[src/rtl/pwmx_pkg.sv]
package pwmx_pkg;

  typedef enum logic [1:0] {
    MODE_SINGLE   = 2'd0,
    MODE_PAIR     = 2'd1,
    MODE_PAIR_AUX = 2'd2,
    MODE_TRIPLE   = 2'd3
  } mode_e;

  // Strobes and owner selection passed from control to the gate datapath
  typedef struct packed {
    logic       valley;
    logic       peak;
    logic [2:0] owner;
    logic       auxFollow;
  } pwmx_ctl_t;

  function automatic logic [1:0] legCount(mode_e m);
    case (m)
      MODE_SINGLE:   legCount = 2'd1;
      MODE_PAIR:     legCount = 2'd2;
      MODE_PAIR_AUX: legCount = 2'd2;
      default:       legCount = 2'd3;
    endcase
  endfunction

endpackage

[src/rtl/rmp_carrier_ctrl.sv]
module rmp_carrier_ctrl
  import pwmx_pkg::*;
#(
  parameter int PEAK  = 40,
  parameter int CNT_W = $clog2(PEAK + 1)
) (
  input  logic             clk,
  input  logic             rst,
  input  logic             en,
  input  logic [1:0]       modeIn,
  output logic [CNT_W-1:0] cnt,
  output pwmx_ctl_t        ctl
);

  logic       countUp;
  mode_e      modeQ;
  logic [1:0] slotQ;
  logic       fresh;
  logic       atValley;
  logic       atPeak;
  logic [1:0] slotInc;
  logic [1:0] nextSlot;
  mode_e      modeNew;

  assign atValley = (cnt == '0);
  assign atPeak   = (cnt == CNT_W'(PEAK));
  assign modeNew  = mode_e'(modeIn);
  assign slotInc  = slotQ + 2'd1;
  assign nextSlot = (slotInc >= legCount(modeNew)) ? 2'd0 : slotInc;

  always_ff @(posedge clk) begin
    if (rst || !en) begin
      cnt     <= '0;
      countUp <= 1'b1;
      modeQ   <= MODE_SINGLE;
      slotQ   <= 2'd0;
      fresh   <= 1'b1;
    end else begin
      if (countUp) begin
        cnt <= cnt + 1'b1;
        if (cnt == CNT_W'(PEAK - 1)) countUp <= 1'b0;
      end else begin
        cnt <= cnt - 1'b1;
        if (cnt == CNT_W'(1)) countUp <= 1'b1;
      end
      if (atValley) begin
        modeQ <= modeNew;
        fresh <= 1'b0;
        slotQ <= fresh ? 2'd0 : nextSlot;
      end
    end
  end

  always_comb begin
    ctl.valley    = atValley;
    ctl.peak      = atPeak;
    ctl.auxFollow = (modeQ == MODE_PAIR_AUX);
    for (int i = 0; i < 3; i++) ctl.owner[i] = (slotQ == 2'(i));
  end


  cnt_range_chk: assert property (@(posedge clk) disable iff (rst)
    cnt <= CNT_W'(PEAK));


  mode_hold_chk: assert property (@(posedge clk) disable iff (rst)
    !$stable(modeQ) |-> ($past(cnt) == '0) || $past(rst) || !$past(en));


  single_slot_chk: assert property (@(posedge clk) disable iff (rst)
    (modeQ == MODE_SINGLE) |-> (slotQ == 2'd0));

endmodule

[src/rtl/rmp_gate_path.sv]
module rmp_gate_path
  import pwmx_pkg::*;
#(
  parameter int PEAK  = 40,
  parameter int DEAD  = 4,
  parameter int CNT_W = $clog2(PEAK + 1)
) (
  input  logic             clk,
  input  logic             rst,
  input  logic             en,
  input  logic [CNT_W-1:0] dutyIn,
  input  logic [CNT_W-1:0] cnt,
  input  pwmx_ctl_t        ctl,
  output logic [2:0]       gateOut
);

  localparam int DLY_W = (DEAD < 1) ? 1 : $clog2(DEAD + 1);

  logic [CNT_W-1:0] dutyQ;
  logic             pwmOn;
  logic [2:0]       cmdNext;
  logic [2:0]       cmdQ;
  logic [2:0]       gRaw;

  always_ff @(posedge clk) begin
    if (rst || !en) dutyQ <= '0;
    else if (ctl.valley || ctl.peak) dutyQ <= dutyIn;
  end

  assign pwmOn = (dutyQ >= CNT_W'(PEAK)) ||
                 (({1'b0, cnt} + {1'b0, dutyQ}) > (CNT_W + 1)'(PEAK));

  always_comb begin
    cmdNext    = ctl.owner & {3{pwmOn}};
    cmdNext[2] = cmdNext[2] | (ctl.auxFollow & pwmOn);
    // interlock on the main pair at command level
    if (cmdNext[0] && cmdNext[1]) cmdNext[1:0] = 2'b00;
  end

  always_ff @(posedge clk) begin
    if (rst || !en) cmdQ <= '0;
    else            cmdQ <= cmdNext;
  end

  for (genvar gi = 0; gi < 3; gi++) begin : g_chan
    logic [DLY_W-1:0] dly;
    logic             on;
    always_ff @(posedge clk) begin
      if (rst || !en || !cmdQ[gi]) begin
        dly <= '0;
        on  <= 1'b0;
      end else if (dly == DLY_W'(DEAD)) begin
        on  <= 1'b1;
      end else begin
        dly <= dly + 1'b1;
      end
    end
    assign gRaw[gi] = on;
  end

  assign gateOut[0] = gRaw[0] & ~gRaw[1];
  assign gateOut[1] = gRaw[1] & ~gRaw[0];
  assign gateOut[2] = gRaw[2];


  no_short_chk: assert property (@(posedge clk) disable iff (rst)
    !(gateOut[0] && gateOut[1]));


  dead_gap_s2_chk: assert property (@(posedge clk) disable iff (rst)
    $rose(gateOut[1]) |-> !$past(gateOut[0]));


  dead_gap_s1_chk: assert property (@(posedge clk) disable iff (rst)
    $rose(gateOut[0]) |-> !$past(gateOut[1]));


  duty_hold_chk: assert property (@(posedge clk) disable iff (rst)
    !$stable(dutyQ) |-> $past(ctl.valley || ctl.peak) || $past(rst) || !$past(en));


  zero_duty_chk: assert property (@(posedge clk) disable iff (rst)
    (cmdQ != 3'b000) |-> ($past(dutyQ) != '0));

endmodule

[src/rtl/ripple_mult_pwm.sv]
module ripple_mult_pwm
  import pwmx_pkg::*;
#(
  parameter int PEAK  = 40,
  parameter int DEAD  = 4,
  parameter int CNT_W = $clog2(PEAK + 1)
) (
  input  logic             clk,
  input  logic             rst,
  input  logic             en,
  input  logic [CNT_W-1:0] dutyIn,
  input  logic [1:0]       modeIn,
  output logic [2:0]       gateOut,
  output logic             sampleStb
);

  logic [CNT_W-1:0] cnt;
  pwmx_ctl_t        ctl;

  rmp_carrier_ctrl #(.PEAK(PEAK), .CNT_W(CNT_W)) u_ctrl (
    .clk(clk), .rst(rst), .en(en), .modeIn(modeIn), .cnt(cnt), .ctl(ctl)
  );

  rmp_gate_path #(.PEAK(PEAK), .DEAD(DEAD), .CNT_W(CNT_W)) u_path (
    .clk(clk), .rst(rst), .en(en), .dutyIn(dutyIn), .cnt(cnt), .ctl(ctl),
    .gateOut(gateOut)
  );

  assign sampleStb = en & ~rst & (ctl.valley | ctl.peak);

endmodule

[config.mk]
export PLATFORM = sky130hd
export DESIGN_NAME = ripple_mult_pwm
export DESIGN_NICKNAME = d
export VERILOG_FILES = /design/src/rtl/pwmx_pkg.sv /design/src/rtl/rmp_carrier_ctrl.sv /design/src/rtl/rmp_gate_path.sv /design/src/rtl/ripple_mult_pwm.sv
export SDC_FILE = /design/constraint.sdc
export NUM_CORES = 1
export LEC_CHECK = 0
export ABC_CLOCK_PERIOD_IN_PS = 6100
export CAP_MARGIN = 20
export CORE_ASPECT_RATIO = 0.75
export CORE_UTILIZATION = 36
export DETAILED_ROUTE_END_ITERATION = 12
export DONT_BUFFER_PORTS = 1
export GPL_TIMING_DRIVEN = 0
export SYNTH_ARGS = -nofsm -noshare
export SYNTH_HDL_FRONTEND = slang
export SYNTH_HIERARCHICAL = 1
export SYNTH_SLANG_ARGS = --single-unit
[constraint.sdc]
create_clock -name clk -period 6.1 [get_ports clk]
set_input_delay 0 -clock clk [delete_from_list [all_inputs] [get_ports clk]]
set_output_delay 0 -clock clk [all_outputs]
set_load 0.05 [all_outputs]
==> metrics.md, run 1 <==
| Metric | Value |
|---|---|
| Post-synthesis sequential area ratio | `34.15%` |
| Vias | `1557` |
| Startpoint Class | `flip-flop` |
| Post-synthesis cell count | `232` |
| Final wirelength | `3849 um` |
| HP Start | `en` |
| Min Hold Slack | `0.02079 ns` |
| Yosys warnings | `6` |
| Worst Hold Depth | `3` |
| Clock buffer count from CTS | `5` |
| Drt via density | `4.820` |
| Register-to-Register Path Depth | `9` |
| Post-Syn Nets | `266` |
| Worst R2R Setup Slack | `3.84 ns` |
| Tmin final | `2.349 ns` |
| Bufs on Longest Clock Path | `2` |
| Ports | `15` |
| Die height | `65.48 um` |
| Fmax | `0.4258 GHz` |
| Die Wd | `86.64 um` |
| CTS resizes | `0` |
| Slew headroom | `37.57%` |
| Worst r2r dst | `u_path/cmdQ[0]` |
| Final worst path period share | `38.50%` |
| Clock Latency Late Sink | `0.28 ns` |
| Antenna Cells | `0` |
| Final cell count without fillers | `323` |
| Synth Register Bits | `33` |
| Fin area | `2268 um^2` |
| CP Data Arrival Time | `2.35 ns` |
| Post-CTS Repair Setup Buffers | `0` |
| Hold WC Path Type | `primary input to flip-flop` |
| Post-DP HPWL | `2702 um` |
| Largest net degree at the start of global routing | `12` |
| Slew Limit Fails | `0` |
| Final Setup Violations | `0` |
| CTS tree | `built` |
| Gpl congestion | `0.7194` |
| Nets@finish | `284` |
| Worst-margin pin slew | `0.9345 ns` |
| Top FF cell, synth | `dfxtp_1` |
| Pwr dens | `221.5 nW/um^2` |
| Setup crit start | `u_ctrl/cnt[2]` |
| Vias in the first global route | `1453` |
| Syn avg cell area | `8.338 um^2` |
| Post-synthesis instance area | `1934 um^2` |
| CP endpoint kind | `output pin` |
| Clock Sinks | `33` |
| Netlist cell types | `36` |
| Critical path fanouts, max | `10` |
| Post-synth EDFFs | `0` |
| FILL cells | `506` |
| Remaining Overflow, GRT | `0` |
| Max-cap violations | `0` |
| Drt first pass iters | `6` |
| VDD IR-drop max | `0.1057 mV` |
| CTS clk-pin slew, worst paths | `0.07 ns` |
| Setup CP Type | `flip-flop to output pin` |
| Setup Skew | `0.005532 ns` |
| Synth-to-layout area growth | `17.27%` |
| Share of cells above drive strength 1 | `9.163%` |
| Post-synth ARST share | `0%` |
| TNS Setup | `0 ns` |
| Hold Vio Cnt, Final | `0` |
| Post-DP Area | `2024 um^2` |
| Worst endpoint required time | `6.10 ns` |
| Hold path endpoint | `u_ctrl/cnt[5]` |
| Initial antenna violation count | `0` |
| Post-route ant nets | `0` |
| # port buffers | `0` |
| Effective utilization at floorplan | `38.40%` |
| Area of the core | `5037 um^2` |
| H-tree depth | `2` |
| Hold_buf cts | `11` |
| Site Rows | `22` |
| Total GRT Usage | `15.57%` |
| Clk root buf | `clkbuf_8` |
| RSZ-0062 raised after global routing | `false` |
| Status | `complete, no violations` |
| Util after Layout | `45.03%` |
| Placed insts | `304` |
| First-pass GRT wire length | `6734 um` |
| Leak Pwr | `0.0008635 uW` |
| DR iter-0 viols | `83` |
| Die ar. | `5673 um^2` |
| Wire per inst | `11.92 um` |
| DRC violations left | `0` |
| Worst R2R Start | `u_ctrl/cnt[0]` |
-- worst max-delay path, stage by stage (launching register included) --
cell	delay (ns)
dfxtp_1	0.34
buf_6	0.15
or3_2	0.55
nor2_1	0.15
buf_4	0.16
nor2_1	0.05
nor3b_2	0.68
-- power by group --
part / internal [uW] / switching (uW) / total (uW) / leakage [uW]
Combinational: 16.5 / 20.2 / 36.6 / 0.000528
Clock: 162 / 80.8 / 243 / 0.0000681
Sequential: 219 / 3.76 / 223 / 0.000267
Total: 398 / 105 / 503 / 0.000864
-- per-stage QoR --
stage               worst slack, ns  power [uW]
global route                  3.621       526.9
finish                        3.751       502.6
detailed placement            3.846       258.0
CTS                           3.733       508.6
floorplan                     4.076       251.2
global placement              3.826       257.6
-- area by class of cell --
cell class / instances / area, um^2 / share of cell area [%]
inverters: 18 / 67.56 / 2.978
well taps: 72 / 90.09 / 3.971
repair buffers: 11 / 110.1 / 4.854
multi-input cells: 174 / 1146 / 50.52
plain buffers: 7 / 60.06 / 2.648
clock buffers: 5 / 68.82 / 3.034
flip-flops and latches: 33 / 660.6 / 29.12
clock inverters: 3 / 65.06 / 2.868
-- cell families (layout without fill, tap and decap cells) --
logic type               Yosys count  after routing  share of synthesized area, %
buffers and inverters             25             44                         6.597
multiplexers                       2              2                         1.035
AO/OA/AOI/OAI                     49             49                         15.65
XOR/XNOR                           7              7                         3.170
flip-flops                        33             33                         34.15
AND/OR/NAND/NOR                   93             93                         24.13
adder cells (fa/ha/maj)           23             23                         15.27
-- metal layers --
layer  GRT usage (%)  vias up  share of wire, %
met5               0        -                 0
met4           4.375        0              0.47
met3           3.769        2               3.6
met2           24.01       21                45
met1           21.59      708                51
li1                -      826                 -
-- cells in the mapped netlist, types with 2 or more instances --
| library cell | number | area [um^2] |
|---|---|---|
| ha_1 | 22 | 275.3 |
| mux2i_1 | 2 | 20.02 |
| buf_4 | 3 | 22.52 |
| a21o_1 | 2 | 15.01 |
| nor2b_1 | 7 | 43.79 |
| o21ai_0 | 14 | 70.07 |
| buf_6 | 3 | 33.78 |
| nand3b_1 | 4 | 30.03 |
| inv_1 | 18 | 67.56 |
| xnor2_1 | 4 | 35.03 |
| nand2_1 | 24 | 90.09 |
| nand2b_1 | 5 | 31.28 |
| nor3_1 | 10 | 50.05 |
| nand3_1 | 13 | 65.06 |
| o2111ai_1 | 2 | 17.52 |
| nand4_1 | 2 | 12.51 |
| dfxtp_1 | 33 | 660.6 |
| a21oi_1 | 22 | 110.1 |
| a21oi_2 | 2 | 17.52 |
| xor2_1 | 3 | 26.28 |
| nor2_1 | 22 | 82.58 |
-- cells in the final DEF, fill, tap and decap left out, types with 3 or more instances in the layout --
cell type	synthesis	final
ha_1	22	22
nor3_1	10	10
dlygate4sd3_1	0	11
o21ai_0	14	14
buf_4	3	3
nand2b_1	5	5
dfxtp_1	33	33
nand3b_1	4	4
nor2_1	22	22
xor2_1	3	3
nand2_1	24	24
clkbuf_8	0	5
nand3_1	13	13
a21oi_1	22	22
nor2b_1	7	7
inv_1	18	18
buf_6	3	3
xnor2_1	4	4
-- flip-flops by register name (all words and copies together), names as in the netlist --
signal and count:
u_path/g_chan.dly 9, u_ctrl/cnt 6, u_path/dutyQ 6, u_path/cmdQ 3, u_path/g_chan.on 3, u_ctrl/modeQ 2
u_ctrl/slotQ 2, u_ctrl/countUp 1, u_ctrl/fresh 1
-- how the worst max path moves through the flow --
| stage | end | slack, ns | cells after the start |
|---|---|---|---|
| after global routing | sampleStb | 3.62 | 6 |
| after global placement | u_path/cmdQ[0] | 3.83 | 9 |
| after detailed placement | u_path/cmdQ[0] | 3.85 | 9 |
| after floorplan | u_path/cmdQ[0] | 4.08 | 9 |
| after CTS | sampleStb | 3.73 | 6 |
| final | sampleStb | 3.75 | 6 |
Note: power is estimated with default switching activity, not from simulation.
==> run 2: changes to the inputs <==
Settings changed: ABC_AREA set to 1, ABC_CLOCK_PERIOD_IN_PS 6100 to 2300.
Clock period 6.1 ns to 2.3 ns, I/O delays scaled along.
==> metrics.md, run 2 <==
| Metric | Value |
|---|---|
| Hold WC Path Type | `primary input to output pin` |
| Die Wd | `86.86 um` |
| Util after Layout | `44.41%` |
| Post-synthesis cell count | `266` |
| Clock buffer count from CTS | `5` |
| DR iter-0 viols | `42` |
| Clock Sinks | `33` |
| Ports | `15` |
| CP cell instances | `inv_1 > ha_1 > nand2_4 > nor2_8 > buf_4 > nor2_1 > inv_1 > nor2_1 > nor2_1` |
| Critical path fanouts, max | `8` |
| Hold Vio Cnt, Final | `0` |
| Min Hold Slack | `0.1731 ns` |
| Combinational share of power | `10.0%` |
| Drt first pass iters | `4` |
| Share of cells above drive strength 1 | `9.441%` |
| Bufs on Longest Clock Path | `2` |
| Top reg by flops | `u_path/g_chan.dly` |
| Effective utilization at floorplan | `38.60%` |
| Remaining Overflow, GRT | `0` |
| Pwr dens | `503.2 nW/um^2` |
| Largest net degree at the start of global routing | `11` |
| Die height | `65.65 um` |
| Post-route ant nets | `0` |
| Setup Skew | `0.007793 ns` |
| Post-synth top area share | `33.98%` |
| Vias in the first global route | `1473` |
| Most common cell after layout, fill and taps aside | `inv_1` |
| Site Rows | `22` |
| Synth cell count leaders | `52 x inv_1, 42 x nand2_1, 33 x dfxtp_1, 33 x nor2_1` |
| DRC violations left | `0` |
| Top FF cell, synth | `dfxtp_1` |
| Sequential power share | `52.6%` |
| Crit-path slowest cell | `dfxtp_1` |
| CP Data Arrival Time | `2.31 ns` |
| Setup CP Type | `flip-flop to flip-flop` |
| CTS tree | `built` |
| Post-DP HPWL | `2727 um` |
| Status | `complete, no violations` |
| Clock Latency Late Sink | `0.29 ns` |
| # port buffers | `0` |
| CP endpoint kind | `flip-flop` |
| Fmax | `0.4696 GHz` |
| Slew headroom | `40.36%` |
| Post-DP Area | `2034 um^2` |
| Internal power | `844.8 uW` |
| Top post-synthesis cells by area | `dfxtp_1 34%, ha_1 14%, inv_1 10%` |
| Max-cap violations | `0` |
| Gpl congestion | `0.8060` |
| Initial antenna violation count | `0` |
| Post-synth ARST share | `0%` |
| Clock power frac | `37.4%` |
| CTS clk-pin slew, worst paths | `0.07 ns` |
| Synth-to-layout area growth | `15.06%` |
| Switching Fraction | `24.96%` |
| Post-Syn Nets | `300` |
| RSZ-0062 raised after global routing | `false` |
| Drt via density | `4.372` |
| Cell with the most instances after synthesis | `inv_1` |
| TNS Setup | `0 ns` |
| Synth Register Bits | `33` |
| Total GRT Usage | `14.98%` |
| Netlist cell types | `25` |
| Startpoint Class | `flip-flop` |
| Post-synth EDFFs | `0` |
| Wire per inst | `10.20 um` |
| Final Setup Violations | `0` |
| P_sw | `281.1 uW` |
| Worst-margin pin slew | `0.8913 ns` |
| Syn avg cell area | `7.310 um^2` |
| Most used cell, CP | `nor2_1` |
| Tmin final | `2.129 ns` |
| Clk root buf | `clkbuf_8` |
| Post-synthesis instance area | `1944 um^2` |
| VDD IR-drop max | `0.3252 mV` |
| Number of flip-flops in the largest register | `9` |
| Leak Pwr | `0.001127 uW` |
| Yosys warnings | `6` |
| Largest area contributor in the netlist | `dfxtp_1` |
| Antenna Cells | `0` |
| Commonest cells after routing, fill and taps aside | `52 x inv_1, 42 x nand2_1, 33 x dfxtp_1` |
| Die ar. | `5702 um^2` |
| Final worst path period share | `92.59%` |
| Fin area | `2237 um^2` |
| Area of the core | `5037 um^2` |
| FILL cells | `515` |
| Worst endpoint required time | `2.48 ns` |
| First-pass GRT wire length | `6410 um` |
| Post-synthesis sequential area ratio | `33.98%` |
| Largest regs | `u_path/g_chan.dly (9), u_ctrl/cnt (6), u_path/dutyQ (6)` |
| Nets@finish | `319` |
| Final wirelength | `3653 um` |
| CP peak stage delay | `0.49 ns` |
| H-tree depth | `2` |
| Vias | `1565` |
| Slew Limit Fails | `0` |
| Post-CTS Repair Setup Buffers | `0` |
==> run 2: changes by cell type after synthesis, sizes merged, moves of 3 or more <==
cell    previous run  this run
inv               18        53
nand2b             5         0
o21ai             14        22
nor3              10         1
nor2              22        37
nand3b             4         1
nor2b              7         0
xnor2              4         0
nand2             24        46
==> run 2: per-layer routing <==
metal  GRT usage, %  vias to the layer above  wire, um
li1               -                      864         -
met1          19.57                      686      1965
met2          22.93                       11      1513
met3          4.774                        4       116
met4          5.625                        0        57
met5              0                        -         0
==> run 2: worst paths after layout <==
kind | slack [ns] | end | startpoint | cells past startpoint
worst min-delay path | 0.17 | sampleStb | en | 2
worst max register to register | 0.17 | u_path/dutyQ[0] | u_ctrl/cnt[0] | 9
worst max-delay path | 0.17 | u_path/dutyQ[0] | u_ctrl/cnt[0] | 9
worst min register to register | 0.45 | u_ctrl/modeQ[1] | u_ctrl/modeQ[1] | 2
==> run 2: worst max-delay path: cells and delay by family, from the launching register on <==
| kind | cells | cell delay [ns] |
|---|---|---|
| and+or+nand+nor | 5 | 0.79 |
| adders and majority gates | 1 | 0.28 |
| buffers and inverters | 3 | 0.48 |
| DFF | 1 | 0.49 |
==> run 2: cell families after synthesis <==
group / share of synthesized area, %
flops: 33.98
buf+inv: 12.74
compound gates: 11.91
xor+xnor: 1.352
fa+ha+maj: 15.19
simple gates: 24.84
==> run 2: cell type report <==
type,instances,area [um^2],area share [%]
well taps,72,90.09,4.027
flip-flops and latches,33,660.6,29.53
clock buffers,8,80.08,3.579
repair buffers,12,120.1,5.369
inverters,54,202.7,9.060
multi-input cells,174,1039,46.42
plain buffers,5,45.04,2.013
==> run 2: power groups by stage <==
stage	clock [uW]	combinational, uW	sequential (uW)
6_report	422	112	592
5_1_grt	474	129	593
4_1_cts	445	113	592
3_5_place_dp	0	94.6	605
3_3_place_gp	0	93.0	605
2_1_floorplan	0	77.0	602
==> run 2: timing repair <==
item,CTS,global route
hold buffers,12,0
resized for setup,0,1
hold endpoints to repair,17,0
setup endpoints to repair,0,1
==> run 2: metrics by stage <==
| step | cells | setup WS (ns) | total power, uW |
|---|---|---|---|
| finish | 358 | 0.1705 | 1126 |
| global route | 358 | 0.04168 | 1196 |
| CTS | 358 | 0.09950 | 1150 |
| detailed placement | 338 | 0.1279 | 699.6 |
| global placement | 338 | 0.1740 | 697.8 |
| floorplan | 266 | 0.5957 | 678.6 |
